## src/rtl/esc_pkg.sv

```systemverilog
package esc_pkg;

    typedef enum logic [1:0] {
        ENG_IDLE   = 2'd0,
        ENG_ACTIVE = 2'd1,
        ENG_RSVD   = 2'd2,
        ENG_HOLD   = 2'd3
    } eng_mode_e;

    // Packed view of the 8-bit state word, MSB first.
    typedef struct packed {
        logic [1:0] spare;
        logic       fault;
        logic       mast_rdy;
        logic       zero3;
        logic       ready;
        eng_mode_e  mode;
    } state_word_t;

    localparam int MODE_W = 2;
    localparam int WORD_W = 8;

    // Legal-move rule: idle and active can always be requested;
    // hold only from active; the spare code never.
    function automatic logic mode_change_ok(eng_mode_e cur, eng_mode_e nxt);
        logic ok;
        case (nxt)
            ENG_IDLE:   ok = 1'b1;
            ENG_ACTIVE: ok = 1'b1;
            ENG_HOLD:   ok = (cur == ENG_ACTIVE);
            default:    ok = 1'b0;
        endcase
        return ok;
    endfunction

    function automatic state_word_t pack_word(eng_mode_e m, logic rdy,
                                              logic mr, logic flt);
        state_word_t w;
        w.spare    = '0;
        w.fault    = flt;
        w.mast_rdy = mr;
        w.zero3    = 1'b0;
        w.ready    = rdy;
        w.mode     = m;
        return w;
    endfunction

endpackage

```

## src/rtl/esc_transition_seq.sv

```systemverilog
module esc_transition_seq
    import esc_pkg::*;
#(
    parameter int XFER_CYCLES = 4,
    localparam int CNT_W = $clog2(XFER_CYCLES + 1)
) (
    input  logic        clk,
    input  logic        rst,
    input  logic        soft_rst,
    input  logic        req_we,
    input  eng_mode_e   req_mode,
    output eng_mode_e   cur_mode,
    output logic        ready,
    output logic        fault
);

    localparam logic [CNT_W-1:0] LOAD = CNT_W'(XFER_CYCLES);
    localparam logic [CNT_W-1:0] LAST = CNT_W'(1);

    logic [CNT_W-1:0] wait_cnt;
    eng_mode_e        pend_mode;
    logic             busy;
    logic             take;

    assign busy  = (wait_cnt != '0);
    assign ready = !busy;
    assign take  = req_we && !busy;

    always_ff @(posedge clk) begin
        if (rst || soft_rst) begin
            cur_mode  <= ENG_IDLE;
            pend_mode <= ENG_IDLE;
            wait_cnt  <= '0;
            fault     <= 1'b0;
        end else if (busy) begin
            wait_cnt <= wait_cnt - LAST;
            if (wait_cnt == LAST) begin
                cur_mode <= pend_mode;
            end
        end else if (take) begin
            if (mode_change_ok(cur_mode, req_mode)) begin
                pend_mode <= req_mode;
                wait_cnt  <= LOAD;
            end else begin
                fault <= 1'b1;
            end
        end
    end

endmodule

```

## src/rtl/esc_sticky_bank.sv

```systemverilog
module esc_sticky_bank #(
    parameter int          WIDTH = 12,
    parameter logic [WIDTH-1:0] INIT = '0
) (
    input  logic             clk,
    input  logic             rst,
    input  logic             reload,
    input  logic [WIDTH-1:0] set_pulse,
    output logic [WIDTH-1:0] value
);

    for (genvar b = 0; b < WIDTH; b++) begin : g_bit
        always_ff @(posedge clk) begin
            if (rst || reload) begin
                value[b] <= INIT[b];
            end else if (set_pulse[b]) begin
                value[b] <= 1'b1;
            end
        end
    end

endmodule

```

## src/rtl/engine_state_ctrl.sv

```systemverilog
module engine_state_ctrl
    import esc_pkg::*;
#(
    parameter int               XFER_CYCLES = 4,
    parameter int               OP_W        = 12,
    parameter logic [OP_W-1:0]  OP_INIT     = 12'hFF0,
    parameter int               STAT_W      = 24,
    parameter logic [STAT_W-1:0] STAT_INIT  = 24'hFFFFFC
) (
    input  logic              clk,
    input  logic              rst,
    input  logic              mode_we_i,
    input  logic [1:0]        mode_req_i,
    input  logic              soft_reset_i,
    input  logic              core_ready_i,
    input  logic [OP_W-1:0]   op_set_i,
    input  logic [STAT_W-1:0] stat_set_i,
    output logic [7:0]        state_o,
    output logic [OP_W-1:0]   op_flags_o,
    output logic [STAT_W-1:0] serial_stat_o,
    output logic              fifo_flush_o
);

    eng_mode_e   cur_mode;
    logic        seq_ready;
    logic        seq_fault;
    logic        mast_q;
    logic        flush_q;
    state_word_t word;

    esc_transition_seq #(
        .XFER_CYCLES (XFER_CYCLES)
    ) u_seq (
        .clk      (clk),
        .rst      (rst),
        .soft_rst (soft_reset_i),
        .req_we   (mode_we_i),
        .req_mode (eng_mode_e'(mode_req_i)),
        .cur_mode (cur_mode),
        .ready    (seq_ready),
        .fault    (seq_fault)
    );

    esc_sticky_bank #(
        .WIDTH (OP_W),
        .INIT  (OP_INIT)
    ) u_op_bank (
        .clk       (clk),
        .rst       (rst),
        .reload    (soft_reset_i),
        .set_pulse (op_set_i),
        .value     (op_flags_o)
    );

    esc_sticky_bank #(
        .WIDTH (STAT_W),
        .INIT  (STAT_INIT)
    ) u_stat_bank (
        .clk       (clk),
        .rst       (rst),
        .reload    (soft_reset_i),
        .set_pulse (stat_set_i),
        .value     (serial_stat_o)
    );

    always_ff @(posedge clk) begin
        if (rst) begin
            mast_q  <= 1'b0;
            flush_q <= 1'b0;
        end else begin
            mast_q  <= core_ready_i;
            flush_q <= soft_reset_i;
        end
    end

    assign word         = pack_word(cur_mode, seq_ready, mast_q, seq_fault);
    assign state_o      = word;
    assign fifo_flush_o = flush_q;

endmodule

```

## config.mk

```make
export PLATFORM = sky130hd
export DESIGN_NAME = engine_state_ctrl
export DESIGN_NICKNAME = d
export VERILOG_FILES = /design/src/rtl/esc_pkg.sv /design/src/rtl/esc_transition_seq.sv /design/src/rtl/esc_sticky_bank.sv /design/src/rtl/engine_state_ctrl.sv
export SDC_FILE = /design/constraint.sdc
export NUM_CORES = 1
export LEC_CHECK = 0
export BUFFER_PORTS_ARGS = -buffer_cell sky130_fd_sc_hd__buf_2
export CAP_MARGIN = 20
export CORE_MARGIN = 2
export CORE_UTILIZATION = 38
export CTS_CLUSTER_DIAMETER = 80
export DETAILED_ROUTE_END_ITERATION = 8
export PLACE_DENSITY = 0.86
export REMOVE_ABC_BUFFERS = 1
export SLEW_MARGIN = 30
export SYNTH_ARGS = -nofsm -noshare
export SYNTH_HDL_FRONTEND = slang
export SYNTH_SLANG_ARGS = --single-unit
```

## constraint.sdc

```tcl
create_clock -name clk -period 4.1 [get_ports clk]
set_clock_uncertainty 0.05 [all_clocks]
set_input_delay 0 -clock clk [delete_from_list [all_inputs] [get_ports clk]]
set_output_delay 0 -clock clk [all_outputs]
set_load 0.005 [all_outputs]
```

==> key figures <==
Clocking
  – Hold_buf cts: 10
  – Postcts setup bufs: 0
  – CTS-repair resized insts: 0
  – Num Clock Sinks: 16
  – Total CTS buffers: 3
  – H-Tree Depth: 1
  – Root Driver: clkbuf_4
  – Worst-path clk slew: roughly 90 ps
  – CTS tree: built
  – Clock tree buffer depth: 2
  – Worst skew pair latency: 270 ps

Worst setup path
  – Reg-to-reg slack, setup: around 2400 ps
  – FF-to-FF path depth: 6
  – RR Endpoint: u_seq.pend_mode[0]$_SDFFE_PP0P_
  – CP Buf/Inv Count: 1
  – Slowest stage delay, CP: around 350 ps
  – CP max stage cell: dfxtp_1
  – Crit-path leading delay family: simple AND/OR/NAND/NOR gates
  – Crit-path cells: or2_1, inv_1, ha_1, nand2_1, o31a_1, o21a_1
  – CP startpoint kind: flop
  – WP data required: 4230 ps
  – WS Path Type: flop to flop
  – Crit end category: flop
  – CP Max Fanout: 9
  – Data arrival, critical path: approximately 1800 ps
  – Reg2reg start: u_seq.wait_cnt[0]$_SDFFE_PP0P_

Floorplanning
  – Die Span X: roughly 53 microns
  – Initial Util: 40.4%
  – Die Y: 52.5 microns
  – Die area: between 2000 and 3000 sq um
  – Top Ports: 88
  – Core ar.: around 2200 sq um
  – Row count: 17

Synth
  – Synth Area in Compound Gates: under 10%
  – Post-Synth Adder-Cell Area: under 10%
  – Ys async rst share: 0%
  – Largest family of logic cells by synthesized area: buffers and inverters
  – Post-synthesis mux area share: approximately 2.2%
  – Number of synthesized flops with an enable pin: 0
  – Unique masters post-synth: 26
  – Sequential fraction of the synthesis area: between 30% and 40%
  – Syn Area/Cell: 8.60 sq um
  – Synth Warn #: 0
  – Flops & latches, synth: 16
  – Area share of and/or/nand/nor cells after synthesis: between 10% and 20%
  – Post-synth top flop: dfxtp_1
  – Mapped Cells: around 100
  – Post-synthesis cell area: 895 sq um
  – Post-synthesis xor/xnor area fraction: 0%

Drt
  – 1st-iter DRT viols: 14
  – # DRC: 0
  – Total number of vias: 662
  – Final wirelength: 1520 microns
  – Drt wl/cell: a little over 9 microns
  – Antenna-violating nets left: 0
  – Vias per cell: 4.06
  – DRT Pass-1 Iters: 4

Pwr
  – Pwr Total: roughly 290 uW
  – Leak: 0.000530 uW
  – Maximum VDD drop: between 0.1 and 0.15 mV
  – Power per standard cell area: 288 nW/um^2

Global routing
  – GRT Resource Usage Total: between 10% and 20%
  – Vias in the first global route: ~560
  – Initial antenna violation count: 0
  – Global-route wire length before repair: 2310 microns
  – Gr ovfl total: 0
  – Largest net degree at the start of global routing: 12

Final layout
  – Util after Layout: ~46%
  – Share of layout cells above drive strength 1: 23.0%
  – N_diodes: 0
  – NumNets Final: 182
  – Area grow syn2layout: 13.3%

Placed design
  – HPWL after DPL: between 1000 and 1500 microns
  – Placer Congestion: 0.749
  – Port bufs: 24

STA
  – WHS: around 17 ps
  – Max frequency: just over 600 MHz
  – Setup TNS: 0 ps
  – Final setup fails: 0
  – Period minus WS final: 1650 ps
  – Final Hold Viols: 0
  – RSZ-0062 raised after global routing: no
  – Final Cycle Share: between 40 and 50%
  – Fin. max-slew vios: 0

Run status
  – Run status: finished clean

Run
  – Max-cap check violation count: 0

Worst hold path
  – Hold WC Path Type: primary input to flop
  – Hold_sp: mode_we_i
  – WHS Path Cells: 3
  – Worst Hold Path EP: u_seq.fault$_SDFFE_PP0P_
[registers in the layout (all words and copies together) (netlist names)]
register	count
u_seq.fault	1
mast_q	1
u_seq.wait_cnt	3
u_op_bank.value	4
u_seq.cur_mode	2
u_seq.pend_mode	2
u_stat_bank.value	2
fifo_flush_o	1
[how the worst max path moves through the flow]
stage / startpoint / end / slack, ps / cells after the start
after global placement: u_seq.wait_cnt[0]$_SDFFE_PP0P_ / u_seq.pend_mode[0]$_SDFFE_PP0P_ / 2490 / 6
after global routing: u_seq.wait_cnt[0]$_SDFFE_PP0P_ / u_seq.pend_mode[0]$_SDFFE_PP0P_ / 2320 / 6
after floorplan: u_seq.wait_cnt[0]$_SDFFE_PP0P_ / u_seq.pend_mode[0]$_SDFFE_PP0P_ / 2590 / 6
after CTS: u_seq.wait_cnt[0]$_SDFFE_PP0P_ / u_seq.pend_mode[0]$_SDFFE_PP0P_ / 2460 / 6
final: u_seq.wait_cnt[0]$_SDFFE_PP0P_ / u_seq.pend_mode[0]$_SDFFE_PP0P_ / 2450 / 6
after detailed placement: u_seq.wait_cnt[0]$_SDFFE_PP0P_ / u_seq.pend_mode[0]$_SDFFE_PP0P_ / 2470 / 6
[through the flow]
| step | worst slack (ps) | area (sq um) | std cells |
|---|---|---|---|
| final | 2450 | 1010 | 163 |
| after global routing | 2320 | 1010 | 163 |
| after CTS | 2460 | 1010 | 163 |
| after detailed placement | 2470 | 891 | 150 |
| after global placement | 2490 | 891 | 150 |
| after floorplan | 2590 | 736 | 98 |
[placed cells by master (no fill, tap or decap), types with 2 or more instances in the layout]
| cell type | count |
|---|---|
| nor2_1 | 17 |
| nand2_1 | 2 |
| dlygate4sd3_1 | 10 |
| buf_2 | 24 |
| nand4_1 | 2 |
| clkbuf_4 | 3 |
| mux2i_1 | 2 |
| nor2b_1 | 2 |
| a21oi_1 | 3 |
| or2_2 | 2 |
| dfxtp_1 | 16 |
| ha_1 | 2 |
| nand3b_1 | 2 |
| inv_1 | 3 |
| conb_1 | 33 |
[power by group]
part           internal, uW  switching (uW)
logic                  23.2            26.2
registers               161            2.96
clock network          34.0            44.1
[synthesized netlist by cell type, drive strengths merged, types with 2 or more instances]
master | instances | area share, %
buf | 37 | 31
nor2 | 17 | 7.1
dfxtp | 16 | 36
a21oi | 3 | 1.7
inv | 3 | 1.3
or2 | 3 | 2.1
conb | 2 | 0.84
ha | 2 | 2.8
mux2i | 2 | 2.2
nand2 | 2 | 0.84
nand3b | 2 | 1.7
nand4 | 2 | 1.4
nor2b | 2 | 1.4
[worst reg2reg max path, stage by stage, from the launching register on]
cell and delay [ps]:
dfxtp_1 350, or2_1 250, inv_1 80, ha_1 300, nand2_1 160, o31a_1 260, o21a_1 100
[area by class of cell]
type	count	area (sq um)
Clock buffer	3	22.5
Fill cell	212	1200
Inverter	3	11.3
Multi-Input combinational cell	79	404
Sequential cell	16	320
Tap cell	28	35.0
Timing Repair Buffer	34	220
[cell families after synthesis]
kind of cell / count (synthesis)
other: 2
adder cells (fa/ha/maj): 2
AO/OA/AOI/OAI: 10
buffers and inverters: 40
flip-flops: 16
multiplexers: 2
AND/OR/NAND/NOR: 32
[per-layer routing]
layer | vias up | routed length [microns] | share of wire (%) | GRT usage [%]
met2 | 40 | 768 | 50 | 20.2
li1 | 333 | - | - | -
met5 | - | 0 | 0 | 0
met1 | 289 | 617 | 40 | 12.8
met4 | 0 | 0 | 0 | 5.13
met3 | 0 | 138 | 9.1 | 3.14
No activity file was read; power rests on OpenSTA's default activity.
